===== src/rtl/rbu_pkg.sv =====
package rbu_pkg;
  localparam int unsigned FLAG_N = 5;
  localparam int unsigned CC_W   = 5;

  localparam int unsigned FL_CF = 0;
  localparam int unsigned FL_PF = 1;
  localparam int unsigned FL_ZF = 2;
  localparam int unsigned FL_SF = 3;
  localparam int unsigned FL_OF = 4;

  // single-flag codes occupy 1 .. 2*FLAG_N, composites follow
  localparam logic [CC_W-1:0] CC_ALWAYS    = 5'd0;
  localparam logic [CC_W-1:0] CC_SINGLE_LO = 5'd1;
  localparam logic [CC_W-1:0] CC_SINGLE_HI = 5'(2*FLAG_N);
  localparam logic [CC_W-1:0] CC_ABOVE     = 5'd11;
  localparam logic [CC_W-1:0] CC_BEL_EQ    = 5'd12;
  localparam logic [CC_W-1:0] CC_LESS      = 5'd13;
  localparam logic [CC_W-1:0] CC_GR_EQ     = 5'd14;
  localparam logic [CC_W-1:0] CC_LESS_EQ   = 5'd15;
  localparam logic [CC_W-1:0] CC_GREATER   = 5'd16;
endpackage


===== src/rtl/rbu_cond_eval.sv =====
module rbu_cond_eval
  import rbu_pkg::*;
(
  input  logic [CC_W-1:0]   cc,
  input  logic [FLAG_N-1:0] flags,
  output logic              is_uncond,
  output logic              cond_true
);
  localparam int unsigned SINGLE_N = 2 * FLAG_N;
  localparam int unsigned SIDX_W   = $clog2(SINGLE_N);

  logic [SINGLE_N-1:0] single_hit;
  logic [CC_W-1:0]     sidx_full;
  logic                sf_ne_of;

  genvar gi;
  generate
    for (gi = 0; gi < FLAG_N; gi++) begin : g_flag
      assign single_hit[2*gi]   = flags[gi];
      assign single_hit[2*gi+1] = ~flags[gi];
    end
  endgenerate

  assign sidx_full = cc - CC_SINGLE_LO;
  assign sf_ne_of  = flags[FL_SF] ^ flags[FL_OF];
  assign is_uncond = (cc == CC_ALWAYS);

  always_comb begin
    cond_true = 1'b0;
    if (cc >= CC_SINGLE_LO && cc <= CC_SINGLE_HI) begin
      cond_true = single_hit[sidx_full[SIDX_W-1:0]];
    end else begin
      case (cc)
        CC_ABOVE:   cond_true = ~flags[FL_CF] & ~flags[FL_ZF];
        CC_BEL_EQ:  cond_true = flags[FL_CF] | flags[FL_ZF];
        CC_LESS:    cond_true = sf_ne_of;
        CC_GR_EQ:   cond_true = ~sf_ne_of;
        CC_LESS_EQ: cond_true = flags[FL_ZF] | sf_ne_of;
        CC_GREATER: cond_true = ~flags[FL_ZF] & ~sf_ne_of;
        default:    cond_true = 1'b0;
      endcase
    end
  end
endmodule


===== src/rtl/rbu_target_calc.sv =====
module rbu_target_calc #(
  parameter int unsigned IP_W      = 16,
  parameter int unsigned NARROW_W  = 8,
  parameter int unsigned SEG_SHIFT = 4,
  localparam int unsigned ADDR_W   = IP_W + SEG_SHIFT
) (
  input  logic [IP_W-1:0]   ip,
  input  logic [IP_W-1:0]   disp,
  input  logic              use_wide,
  input  logic              take,
  input  logic [IP_W-1:0]   seg,
  output logic [IP_W-1:0]   next_ip,
  output logic [ADDR_W-1:0] phys
);
  function automatic logic [IP_W-1:0] sext_short(input logic [IP_W-1:0] d);
    return {{(IP_W-NARROW_W){d[NARROW_W-1]}}, d[NARROW_W-1:0]};
  endfunction

  function automatic logic [IP_W-1:0] ip_add(input logic [IP_W-1:0] a,
                                             input logic [IP_W-1:0] b);
    return a + b;
  endfunction

  function automatic logic [ADDR_W-1:0] seg_addr(input logic [IP_W-1:0] s,
                                                 input logic [IP_W-1:0] off);
    return {s, {SEG_SHIFT{1'b0}}} + {{SEG_SHIFT{1'b0}}, off};
  endfunction

  logic [IP_W-1:0] disp_ext;
  logic [IP_W-1:0] target;

  assign disp_ext = use_wide ? disp : sext_short(disp);
  assign target   = ip_add(ip, disp_ext);
  assign next_ip  = take ? target : ip;
  assign phys     = seg_addr(seg, next_ip);
endmodule


===== src/rtl/rbu_result_stage.sv =====
module rbu_result_stage
  import rbu_pkg::*;
#(
  parameter int unsigned IP_W   = 16,
  parameter int unsigned ADDR_W = 20
) (
  input  logic              clk,
  input  logic              rst_n,
  input  logic              load,
  input  logic              take_d,
  input  logic [IP_W-1:0]   ip_d,
  input  logic [ADDR_W-1:0] addr_d,
  input  logic [FLAG_N-1:0] flags_d,
  output logic              valid_q,
  output logic              take_q,
  output logic [IP_W-1:0]   ip_q,
  output logic [ADDR_W-1:0] addr_q,
  output logic [FLAG_N-1:0] flags_q
);
  always_ff @(posedge clk or negedge rst_n) begin
    if (!rst_n) begin
      valid_q <= 1'b0;
      take_q  <= 1'b0;
      ip_q    <= '0;
      addr_q  <= '0;
      flags_q <= '0;
    end else begin
      valid_q <= load;
      if (load) begin
        take_q  <= take_d;
        ip_q    <= ip_d;
        addr_q  <= addr_d;
        flags_q <= flags_d;
      end
    end
  end
endmodule


===== src/rtl/rel_branch_unit.sv =====
module rel_branch_unit
  import rbu_pkg::*;
#(
  parameter int unsigned IP_W      = 16,
  parameter int unsigned NARROW_W  = 8,
  parameter int unsigned SEG_SHIFT = 4,
  localparam int unsigned ADDR_W   = IP_W + SEG_SHIFT
) (
  input  logic              clk,
  input  logic              rst_n,
  input  logic              req_valid,
  input  logic [CC_W-1:0]   cond_code,
  input  logic [FLAG_N-1:0] flags_in,
  input  logic [IP_W-1:0]   ip_in,
  input  logic [IP_W-1:0]   disp_in,
  input  logic              disp_wide,
  input  logic [IP_W-1:0]   cs_in,
  output logic              res_valid,
  output logic              taken,
  output logic [IP_W-1:0]   ip_out,
  output logic [ADDR_W-1:0] fetch_addr,
  output logic [FLAG_N-1:0] flags_out
);
  logic              is_uncond;
  logic              cond_true;
  logic              take_now;
  logic              wide_now;
  logic [IP_W-1:0]   next_ip;
  logic [ADDR_W-1:0] next_addr;

  rbu_cond_eval u_cond (
    .cc        (cond_code),
    .flags     (flags_in),
    .is_uncond (is_uncond),
    .cond_true (cond_true)
  );

  assign take_now = is_uncond | cond_true;
  assign wide_now = is_uncond & disp_wide;

  rbu_target_calc #(
    .IP_W      (IP_W),
    .NARROW_W  (NARROW_W),
    .SEG_SHIFT (SEG_SHIFT)
  ) u_tgt (
    .ip       (ip_in),
    .disp     (disp_in),
    .use_wide (wide_now),
    .take     (take_now),
    .seg      (cs_in),
    .next_ip  (next_ip),
    .phys     (next_addr)
  );

  rbu_result_stage #(
    .IP_W   (IP_W),
    .ADDR_W (ADDR_W)
  ) u_res (
    .clk     (clk),
    .rst_n   (rst_n),
    .load    (req_valid),
    .take_d  (take_now),
    .ip_d    (next_ip),
    .addr_d  (next_addr),
    .flags_d (flags_in),
    .valid_q (res_valid),
    .take_q  (taken),
    .ip_q    (ip_out),
    .addr_q  (fetch_addr),
    .flags_q (flags_out)
  );
endmodule


===== config.mk =====
export PLATFORM = sky130hd
export DESIGN_NAME = rel_branch_unit
export DESIGN_NICKNAME = d
export VERILOG_FILES = /design/src/rtl/rbu_pkg.sv /design/src/rtl/rbu_cond_eval.sv /design/src/rtl/rbu_target_calc.sv /design/src/rtl/rbu_result_stage.sv /design/src/rtl/rel_branch_unit.sv
export SDC_FILE = /design/constraint.sdc
export NUM_CORES = 1
export LEC_CHECK = 0
export ABC_AREA = 1
export BUFFER_PORTS_ARGS = -buffer_cell sky130_fd_sc_hd__buf_2
export CAP_MARGIN = 15
export CORE_MARGIN = 2
export CORE_UTILIZATION = 55
export CTS_CLUSTER_SIZE = 16
export DETAILED_ROUTE_END_ITERATION = 6
export PLACE_DENSITY_LB_ADDON = 0.2
export SKIP_LAST_GASP = 1
export SYNTH_ARGS = -nofsm -noshare
export SYNTH_HDL_FRONTEND = slang
export SYNTH_SLANG_ARGS = --single-unit

===== constraint.sdc =====
create_clock -name clk -period 1.75 [get_ports clk]
set_clock_uncertainty 0.15 [all_clocks]
set_input_delay 0.2625 -clock clk [delete_from_list [all_inputs] [get_ports clk]]
set_output_delay 0.2625 -clock clk [all_outputs]
set_load 0.02 [all_outputs]

==> results of run 1 <==
## stage by stage
stage	util	setup TNS (ns)
4_1_cts	0.897	-22.94
3_5_place_dp	0.790	-37.58
3_3_place_gp	0.790	-35.48
2_1_floorplan	-	-21.94
## timing repair
action / 4_1_cts
endpoints found under the hold margin: 39
pin swaps: 57
hold buffers: 1
resized for setup: 116
setup endpoints to repair: 33
setup buffers: 19
cloned: 1
## logic make-up after synthesis
family / synth area share
AND/OR/NAND/NOR: 0.379
adder cells (fa/ha/maj): 0.124
AO/OA/AOI/OAI: 0.100
buffers and inverters: 0.103
XOR/XNOR: 0.0349
flip-flops: 0.259
## synth_stat cells, types with 8 or more instances
master / count
a21oi_1: 26
nor2_1: 31
xnor2_1: 8
nand3b_1: 8
nand2_1: 186
o21ai_0: 32
inv_1: 75
and2_1: 8
dfrtp_1: 39
ha_1: 34
nand3_1: 60
nand2_2: 9
==> impl_metrics.json, run 1 <==
{
  "outcome": "aborted with a tool error",
  "dieHeight_um": 86.8,
  "gp_congestion": 0.962,
  "place_area_um2": 5310,
  "flow.stopped_at": "global routing (5_1_grt)",
  "worst-ep-kind": "register input",
  "yosysSeqAreaShare": 0.259,
  "netlist_instances": 574,
  "syn_avg_cell_area_um2": 6.56,
  "cts_buffer_depth": 2,
  "yosysTopAreaCell": "dfrtp_1",
  "die_w_um": 86.8,
  "cts_sinks": 39,
  "netlist_area_um2": 3770,
  "syn_nets": 672,
  "yosysWarnings": 0,
  "error_line": "[ERROR DPL-0038] Utilization greater than 100%, impossible to legalize",
  "synth_edf_count": 0,
  "start_util": 0.561,
  "grt-worst-endpoint": "u_res.addr_q[13]$_DFFE_PN0P_/D",
  "h-tree-depth": 2,
  "ys_ff_latch": 39,
  "grt_max_degree": 40,
  "numCtsBuffers": 5,
  "async_flop_share": 1.00,
  "ys_types": 33,
  "io_buffers": 104,
  "synth_top_area_share": 0.259,
  "boundaryPins": 105,
  "dp_hpwl_mm": 9.21,
  "placed_cells": 829,
  "fp-row-count": 30,
  "place_ws_ns": -1.99,
  "ys.flop_type": "dfrtp_1",
  "synth.area.top_cells": "dfrtp_1, nand2_1, ha_1, nand3_1, inv_1",
  "cts_root_buf": "clkbuf_8"
}
==> run 2: changes to the inputs <==
Settings changed: CORE_UTILIZATION 55 to 40, CTS_CLUSTER_SIZE 16 to unset, PLACE_DENSITY_LB_ADDON 0.2 to 0.15.
==> run 2 against run 1 <==
Effect of this change: the flow now finishes, with violations (setup timing); area after synthesis unchanged; synthesized cell count did not move.
==> impl_metrics.json, run 2 <==
{
  "synth_edf_count": 0,
  "final_core_util": 0.689,
  "ir_worst_vdd_mv": 0.411,
  "first_global_vias": 4459,
  "cp.arrival_ns": 3.42,
  "clkTransAtPathRegs_ns": 0.09,
  "antenna_found_initial": 0,
  "io_buffers": 104,
  "worst_slack_ns": -1.61,
  "start_kind": "input port",
  "cp-end-kind": "flip-flop",
  "vias_per_cell": 5.03,
  "mostFrequentLayoutCells": "nand2_1, buf_2, buf_4",
  "drt-initial-drc-count": 143,
  "h-tree-depth": 2,
  "syn_avg_cell_area_um2": 6.56,
  "final_area_um2": 6330,
  "finalCritPeriodShare": 1.92,
  "worstMarginPinSlew_ns": 0.518,
  "n_fill_cell": 787,
  "final_antenna_net_count": 0,
  "gp_congestion": 0.942,
  "area.growth.synth_to_final_pct": 68.2,
  "cpMostUsedCell": "nand2_2",
  "start_util": 0.410,
  "synth_compound_area_frac": 0.100,
  "dp_hpwl_mm": 9.44,
  "nNetsFinal": 883,
  "path_buf_inv": 6,
  "fp-row-count": 35,
  "yosys.area_share.xor_xnor": 0.0349,
  "cts_tree": "done",
  "cts_root_buf": "clkbuf_8",
  "first_pass_iters": 5,
  "crit_family": "simple AND/OR/NAND/NOR gates",
  "gr-total-overflow": 0,
  "finalHoldViolations": 0,
  "ys_ff_latch": 39,
  "slew_viol_final": 0,
  "critPathKind": "input port to flip-flop",
  "cts_buffer_depth": 2,
  "grt_max_degree": 50,
  "worst_path_largest_cell_delay_ns": 0.27,
  "netlist_area_um2": 3770,
  "total_power_mw": 4.56,
  "wl_per_cell_um": 14.3,
  "slew-limit-headroom": 0.654,
  "core_region_area_um2": 9200,
  "place_ws_ns": -2.01,
  "outcome": "finished with violations",
  "numCtsBuffers": 5,
  "muxShareOfSynthArea": 0,
  "violations": "setup timing",
  "synth_top_area_share": 0.259,
  "crit_fanout": 5,
  "place_area_um2": 5420,
  "min_path_type": "input port to flip-flop",
  "netlist_instances": 574,
  "yosysTopAreaCell": "dfrtp_1",
  "ys_types": 33,
  "wl_mm": 12.8,
  "cts_sinks": 39,
  "synth_top_family_by_area": "simple AND/OR/NAND/NOR gates",
  "drc_errors": 0,
  "final_layout_size_suffix_gt1_frac": 0.510,
  "diodes": 0,
  "die_area_um2": 10200,
  "synthSimpleGateAreaFrac": 0.379,
  "cp.required_ns": 1.81,
  "grt_pass1_wl_mm": 20.2,
  "yosysWarnings": 0,
  "synth.area.top_cells": "dfrtp_1, nand2_1, ha_1, nand3_1, inv_1",
  "cap_violations": 0,
  "grt_usage": 0.245,
  "yosysSeqAreaShare": 0.259,
  "synth_common_cells": "nand2_1, inv_1, nand3_1, dfrtp_1, ha_1",
  "p_leak_nw": 3.32,
  "crit_slowest_cell": "or2_4",
  "finalSetupViolCount": 30,
  "yosysMostFrequentCell": "nand2_1",
  "syn_nets": 672,
  "boundaryPins": 105,
  "die_w_um": 101,
  "async_flop_share": 1.00,
  "fmax_mhz": 298,
  "top_regs": "u_res.addr_q (16), u_res.ip_q (16), u_res.flags_q (5)",
  "rsz0062_at_grt": "true",
  "num_vias": 4511,
  "final_common_cell": "nand2_1",
  "synth_fa_ha_area_frac": 0.124,
  "dieHeight_um": 101,
  "period_minus_slack_ns": 3.36,
  "power_density_nw_per_um2": 721,
  "ys.flop_type": "dfrtp_1",
  "clk_latency_ns": 0.30
}
==> run 2: path summary, 6_finish.rpt <==
kind	startpoint	end	slack, ns	cells past startpoint
worst max-delay path	cond_code[0]	u_res.addr_q[14]	-1.61	29
worst min-delay path	cs_in[15]	u_res.addr_q[19]	0.11	4
worst max register to register	u_res.take_q	u_res.take_q	0.95	2
worst min register to register	u_res.ip_q[11]	u_res.ip_q[11]	0.33	2
max in group asynchronous	rst_n	u_res.ip_q[11]	0.69	3
min in group asynchronous	rst_n	u_res.flags_q[3]	0.39	3
==> run 2: stage by stage <==
step,setup TNS (ns),hold slack (ns),std cells
4_1_cts,-22.93,0.0883,891
5_1_grt,-28.40,0.119,897
3_5_place_dp,-36.90,0.207,868
3_3_place_gp,-36.01,0.199,868
2_1_floorplan,-21.94,-0.183,574
6_report,-23.89,0.113,897
==> run 2: final cells by class <==
type | count | area, um2 | area share
well taps | 111 | 139 | 0.0219
repair buffers | 218 | 1470 | 0.233
multi-input cells | 443 | 3330 | 0.526
clock buffers | 5 | 68.8 | 0.0109
flip-flops and latches | 39 | 976 | 0.154
inverters | 78 | 323 | 0.0510
clock inverters | 3 | 23.8 | 0.00375
==> run 2: tightest hold or removal path: cells and delay by family <==
kind	cells	cell delay, ns
buffers and inverters	1	0.10
and+or+nand+nor	3	0.17
==> run 2: timing repair <==
item                                    4_1_cts  5_1_grt
buffers inserted                             14       12
endpoints found under the hold margin        39        0
pin swaps                                    92       37
gates cloned                                  1        0
hold buffers                                  1        0
endpoints found under the setup margin       32       33
gates resized for setup                     107       57
==> run 2: logic make-up (layout without fill, tap and decap cells) <==
group | Yosys count | after routing
flip-flops | 39 | 39
buffers and inverters | 93 | 304
XOR/XNOR | 15 | 15
adder cells (fa/ha/maj) | 36 | 36
AO/OA/AOI/OAI | 70 | 70
AND/OR/NAND/NOR | 321 | 322
==> run 2: metal layers <==
metal	wire, um	vias to the layer above	share of wire	GRT usage
met5	0	-	0	0
met4	288	0	0.022	0.0790
met2	6550	128	0.51	0.451
li1	-	2259	-	-
met3	502	22	0.039	0.0222
met1	5500	2102	0.43	0.299
==> run 2: where the power goes <==
part,internal [mW],switching [mW]
clock network,0.285,0.374
registers,1.06,0.0868
logic,1.25,1.51
Note: power is estimated with default switching activity, not from simulation.
==> run 3: changes to the inputs <==
Settings changed: BUFFER_PORTS_ARGS -buffer_cell sky130_fd_sc_hd__buf_2 to -buffer_cell sky130_fd_sc_hd__buf_4, RECOVER_POWER set to 100.
==> run 3 against run 2 <==
Effect of this change: the run still ends with setup timing left; count of clock-buffer cells in the layout up 1; final area up 5.3%; highest routed layer unchanged; flip-flop and latch count unchanged; critical endpoint is now u_res.addr_q[15].
==> impl_metrics.json, run 3 (synthesized netlist as in run 2, its figures left out) <==
{
  "outcome": "finished with violations",
  "violations": "setup timing",
  "dieHeight_um": 101,
  "start_kind": "input port",
  "first_global_vias": 4651,
  "cts_root_buf": "clkbuf_8",
  "nNetsFinal": 893,
  "cp-end-kind": "flip-flop",
  "final_antenna_net_count": 0,
  "min_to": "u_res.flags_q[0]",
  "cts_sinks": 39,
  "cpMostUsedCell": "nand2_1",
  "finalSetupViolCount": 31,
  "dp_hpwl_mm": 9.67,
  "mostFrequentLayoutCells": "buf_4, nand2_1, inv_1",
  "cap_violations": 0,
  "grt_usage": 0.256,
  "finalCritPeriodShare": 1.99,
  "fin_cells": 907,
  "h-tree-depth": 2,
  "hp-start": "flags_in[0]",
  "placed_cells": 859,
  "place_ws_ns": -2.04,
  "grt_max_degree": 50,
  "diodes": 0,
  "crit_slowest_cell": "ha_4",
  "die_area_um2": 10200,
  "pwr-share-comb": 0.617,
  "wl_mm": 13.5,
  "finalHoldViolations": 0,
  "numCtsBuffers": 5,
  "antenna_found_initial": 0,
  "start_util": 0.410,
  "cts_tree": "done",
  "wl_per_cell_um": 14.8,
  "total_power_mw": 4.74,
  "hold_depth": 3,
  "slew_viol_final": 0,
  "crit_fanout": 4,
  "grt_pass1_wl_mm": 21.1,
  "boundaryPins": 105,
  "power_density_nw_per_um2": 711,
  "gp_congestion": 0.965,
  "path_buf_inv": 7,
  "die_w_um": 101,
  "p_sw_mw": 2.00,
  "top_regs": "u_res.addr_q (16), u_res.ip_q (16), u_res.flags_q (5)",
  "vias_per_cell": 5.04,
  "num_vias": 4568,
  "clkTransAtPathRegs_ns": 0.08,
  "fp-row-count": 35,
  "gr-total-overflow": 0,
  "p_int_mw": 2.74,
  "switching_share": 0.422,
  "crit_family": "simple AND/OR/NAND/NOR gates",
  "worst_path_largest_cell_delay_ns": 0.34,
  "seqPwrFrac": 0.245,
  "final_common_cell": "buf_4",
  "crit-reg2reg-launch": "u_res.ip_q[0]",
  "first_pass_iters": 4,
  "period_minus_slack_ns": 3.49,
  "ir_worst_vdd_mv": 0.353,
  "min_path_type": "input port to flip-flop",
  "io_buffers": 104,
  "worstRegToRegCells": 2,
  "critPathKind": "input port to flip-flop",
  "drt-initial-drc-count": 122,
  "rr_endpoint": "u_res.ip_q[0]",
  "cts_buffer_depth": 2,
  "drc_errors": 0,
  "clk_latency_ns": 0.30,
  "worstMarginPinSlew_ns": 0.507,
  "cp.required_ns": 1.80,
  "slew-limit-headroom": 0.662,
  "cp.arrival_ns": 3.54,
  "p_leak_nw": 3.46,
  "rsz0062_at_grt": "true",
  "p_clk_frac": 0.138,
  "fmax_mhz": 286,
  "final_layout_size_suffix_gt1_frac": 0.506,
  "core_region_area_um2": 9200,
  "reg2reg_setup_slack_ns": 0.95,
  "area.growth.synth_to_final_pct": 77.2,
  "worst_slack_ns": -1.74
}
## run 3: cell count changes in the layout (fill, tap and decap cells not counted), moves of 5 or more
cell,previous run,this run
buf_6,12,7
nand2_1,148,154
nor2_2,10,5
nand2_2,34,25
buf_4,99,215
buf_2,102,0
## run 3: routing by layer
layer | up-vias | share of wire | global-route usage | wire length [um]
met5 | - | 0 | 0 | 0
met2 | 122 | 0.50 | 0.465 | 6780
met4 | 0 | 0.036 | 0.0915 | 478
met1 | 2128 | 0.43 | 0.315 | 5740
li1 | 2280 | - | - | -
met3 | 38 | 0.034 | 0.0229 | 460
## run 3: power by group through the flow
stage                     Sequential (mW)  Clock (mW)  Combinational (mW)
after global routing                 1.18       0.688                3.16
after CTS                            1.16       0.649                2.65
final                                1.16       0.656                2.92
after global placement               1.17           0                2.27
after detailed placement             1.18           0                2.29
after floorplan                      1.36           0                1.13
## run 3: timing repair
action                                 4_1_cts  5_1_grt
hold buffers                                 1        0
pin swaps                                   72       13
gates cloned                                 1        0
gates resized for setup                     98       59
setup buffers                               26       15
endpoints found under the hold margin       39        0
setup endpoints to repair                   32       33
## run 3: worst max path at each step
stage / from / to / cells after the start
after floorplan: cond_code[1] / u_res.addr_q[14] / 26
after global placement: cond_code[1] / u_res.addr_q[14] / 26
after detailed placement: cond_code[1] / u_res.addr_q[14] / 28
after CTS: cond_code[0] / u_res.addr_q[14] / 26
after global routing: cond_code[0] / u_res.addr_q[15] / 28
final: cond_code[0] / u_res.addr_q[15] / 28
## run 3: final cells by class
| class | count | area (um2) |
|---|---|---|
| Clock buffer | 6 | 72.6 |
| Fill cell | 717 | 2520 |
| Sequential cell | 39 | 976 |
| Inverter | 78 | 323 |
| Tap cell | 111 | 139 |
| Clock inverter | 2 | 12.5 |
| Timing Repair Buffer | 228 | 1800 |
| Multi-Input combinational cell | 443 | 3350 |
## run 3: stage by stage
step,hold WS [ns],utilization,instance area [um2],TNS [ns]
after floorplan,-0.183,-,4120,-21.94
after global placement,0.109,0.610,5610,-36.55
after detailed placement,0.114,0.610,5610,-37.74
after CTS,0.0690,0.684,6290,-24.06
after global routing,0.0808,0.726,6670,-30.91
final,0.0725,0.726,6670,-26.22
## run 3: worst min-delay path: cells and delay by family
kind	cells	cell delay [ns]
buffers and inverters	1	0.12
AND/OR/NAND/NOR	2	0.11
==> run 4: changes to the inputs <==
Settings changed: BUFFER_PORTS_ARGS -buffer_cell sky130_fd_sc_hd__buf_4 to -buffer_cell sky130_fd_sc_hd__buf_2.
Clock period 1.75 ns to 3.5 ns, I/O delays scaled along.
==> run 4 against run 3 <==
Effect of this change: the flow still finishes with violations (setup timing); combinational power is 60% lower; total power is 57% lower; setup slack better by 1.6 ns; count of clock-buffer cells in the layout stayed put; critical endpoint is now u_res.addr_q[14].
==> impl_metrics.json, run 4 (synthesized netlist as in run 2, its figures left out) <==
{
  "grt_pass1_wl_mm": 18.3,
  "power_density_nw_per_um2": 361,
  "crit_family": "simple AND/OR/NAND/NOR gates",
  "diodes": 0,
  "dp_hpwl_mm": 9.24,
  "cts_root_buf": "clkbuf_8",
  "slew_viol_final": 0,
  "worst_path_largest_cell_delay_ns": 0.26,
  "num_vias": 4240,
  "cp.arrival_ns": 3.67,
  "critPathKind": "input port to flip-flop",
  "worstRegToRegCells": 2,
  "final_antenna_net_count": 0,
  "h-tree-depth": 2,
  "period_minus_slack_ns": 3.63,
  "crit_slowest_cell": "nor3_4",
  "gp_congestion": 0.934,
  "vias_per_cell": 4.95,
  "fmax_mhz": 275,
  "worstMarginPinSlew_ns": 0.880,
  "gr-total-overflow": 0,
  "finalCritPeriodShare": 1.04,
  "cts_sinks": 39,
  "p_leak_nw": 3.02,
  "worst_slack_ns": -0.132,
  "core_region_area_um2": 9200,
  "violations": "setup timing",
  "drt-initial-drc-count": 156,
  "wl_per_cell_um": 13.6,
  "area.growth.synth_to_final_pct": 49.1,
  "cts_buffer_depth": 2,
  "boundaryPins": 105,
  "min_path_type": "input port to async pin",
  "final_core_util": 0.611,
  "nNetsFinal": 843,
  "die_w_um": 101,
  "first_global_vias": 4010,
  "crit_fanout": 5,
  "final_layout_size_suffix_gt1_frac": 0.413,
  "rr_endpoint": "u_res.addr_q[13]",
  "start_kind": "input port",
  "crit-reg2reg-launch": "u_res.addr_q[13]",
  "cap_violations": 0,
  "clk_latency_ns": 0.29,
  "outcome": "finished with violations",
  "finalHoldViolations": 0,
  "fin_hold_ws_ns": 0.200,
  "numCtsBuffers": 5,
  "cpMostUsedCell": "nand2_1",
  "drc_errors": 0,
  "dieHeight_um": 101,
  "clkTransAtPathRegs_ns": 0.08,
  "cp-end-kind": "flip-flop",
  "rsz0062_at_grt": "true",
  "first_pass_iters": 5,
  "path_buf_inv": 6,
  "cts_tree": "done",
  "reg2reg_setup_slack_ns": 2.64,
  "die_area_um2": 10200,
  "start_util": 0.410,
  "top_regs": "u_res.addr_q (16), u_res.ip_q (16), u_res.flags_q (5)",
  "finalSetupViolCount": 9,
  "final_common_cell": "nand2_1",
  "fp-row-count": 35,
  "cp.required_ns": 3.54,
  "slew-limit-headroom": 0.413,
  "antenna_found_initial": 0,
  "hold_buffers": 0,
  "ir_worst_vdd_mv": 0.174,
  "grt_max_degree": 40,
  "mostFrequentLayoutCells": "nand2_1, buf_2, buf_4",
  "io_buffers": 104,
  "grt_usage": 0.223,
  "wl_mm": 11.7
}
run 4: cell count changes in the layout (fill, tap and decap cells not counted), moves of 6 or more:
cell	change
and2_1	+6
and2_4	-6
buf_2	+102
buf_4	-142
ha_1	+8
ha_4	-8
nand2_1	+9
nand2_4	-7
nand3_1	+6
o21ai_0	+14
o21ai_1	-10
run 4: where the power goes:
group          internal (mW)  leakage [nW]  switching (mW)
Combinational          0.492          2.50           0.663
Clock                  0.139        0.0412           0.160
Sequential             0.531         0.470          0.0432
run 4: per-layer routing:
metal / GRT usage / up-vias / part of all wire
li1: - / 2175 / -
met1: 0.285 / 1913 / 0.44
met2: 0.397 / 128 / 0.49
met3: 0.0236 / 24 / 0.042
met4: 0.0603 / 0 / 0.029
met5: 0 / - / 0
run 4: worst max-delay path by stage:
stage | startpoint | to | slack (ns) | cells after the start
6_report | cond_code[1] | u_res.addr_q[14] | -0.13 | 27
5_1_grt | cond_code[1] | u_res.addr_q[18] | -0.33 | 25
4_1_cts | cond_code[1] | u_res.addr_q[14] | -0.03 | 27
3_5_place_dp | cond_code[1] | u_res.addr_q[18] | -0.49 | 24
3_3_place_gp | cond_code[1] | u_res.addr_q[18] | -0.46 | 24
2_1_floorplan | cond_code[1] | u_res.addr_q[14] | -0.02 | 26
run 4: area by class of cell:
type | count | area [um2]
well taps | 111 | 139
clock inverters | 2 | 12.5
inverters | 78 | 303
flip-flops and latches | 39 | 976
clock buffers | 6 | 72.6
fillers | 857 | 3580
repair buffers | 178 | 1100
multi-input cells | 443 | 3020
run 4: repair_timing:
item,4_1_cts,5_1_grt
pin swaps,2,58
setup endpoints to repair,10,11
buffers inserted,0,7
gates resized for setup,14,96
gates cloned,0,1
run 4: worst reg2reg max path: cells and delay by family (launching register included):
kind,cells,cell delay [ns]
AOI/OAI and AO/OA,1,0.09
DFF,1,0.38
and+or+nand+nor,1,0.09
run 4: metrics by stage:
stage | std cells | total power, mW | TNS [ns] | area, um2 | setup slack [ns]
6_report | 857 | 2.03 | -0.526 | 5620 | -0.132
5_1_grt | 857 | 2.19 | -2.56 | 5620 | -0.334
4_1_cts | 849 | 1.89 | -0.0615 | 5140 | -0.0324
3_5_place_dp | 841 | 1.57 | -4.29 | 5010 | -0.487
3_3_place_gp | 841 | 1.56 | -3.84 | 5010 | -0.463
2_1_floorplan | 574 | 1.20 | -0.0343 | 3940 | -0.0204
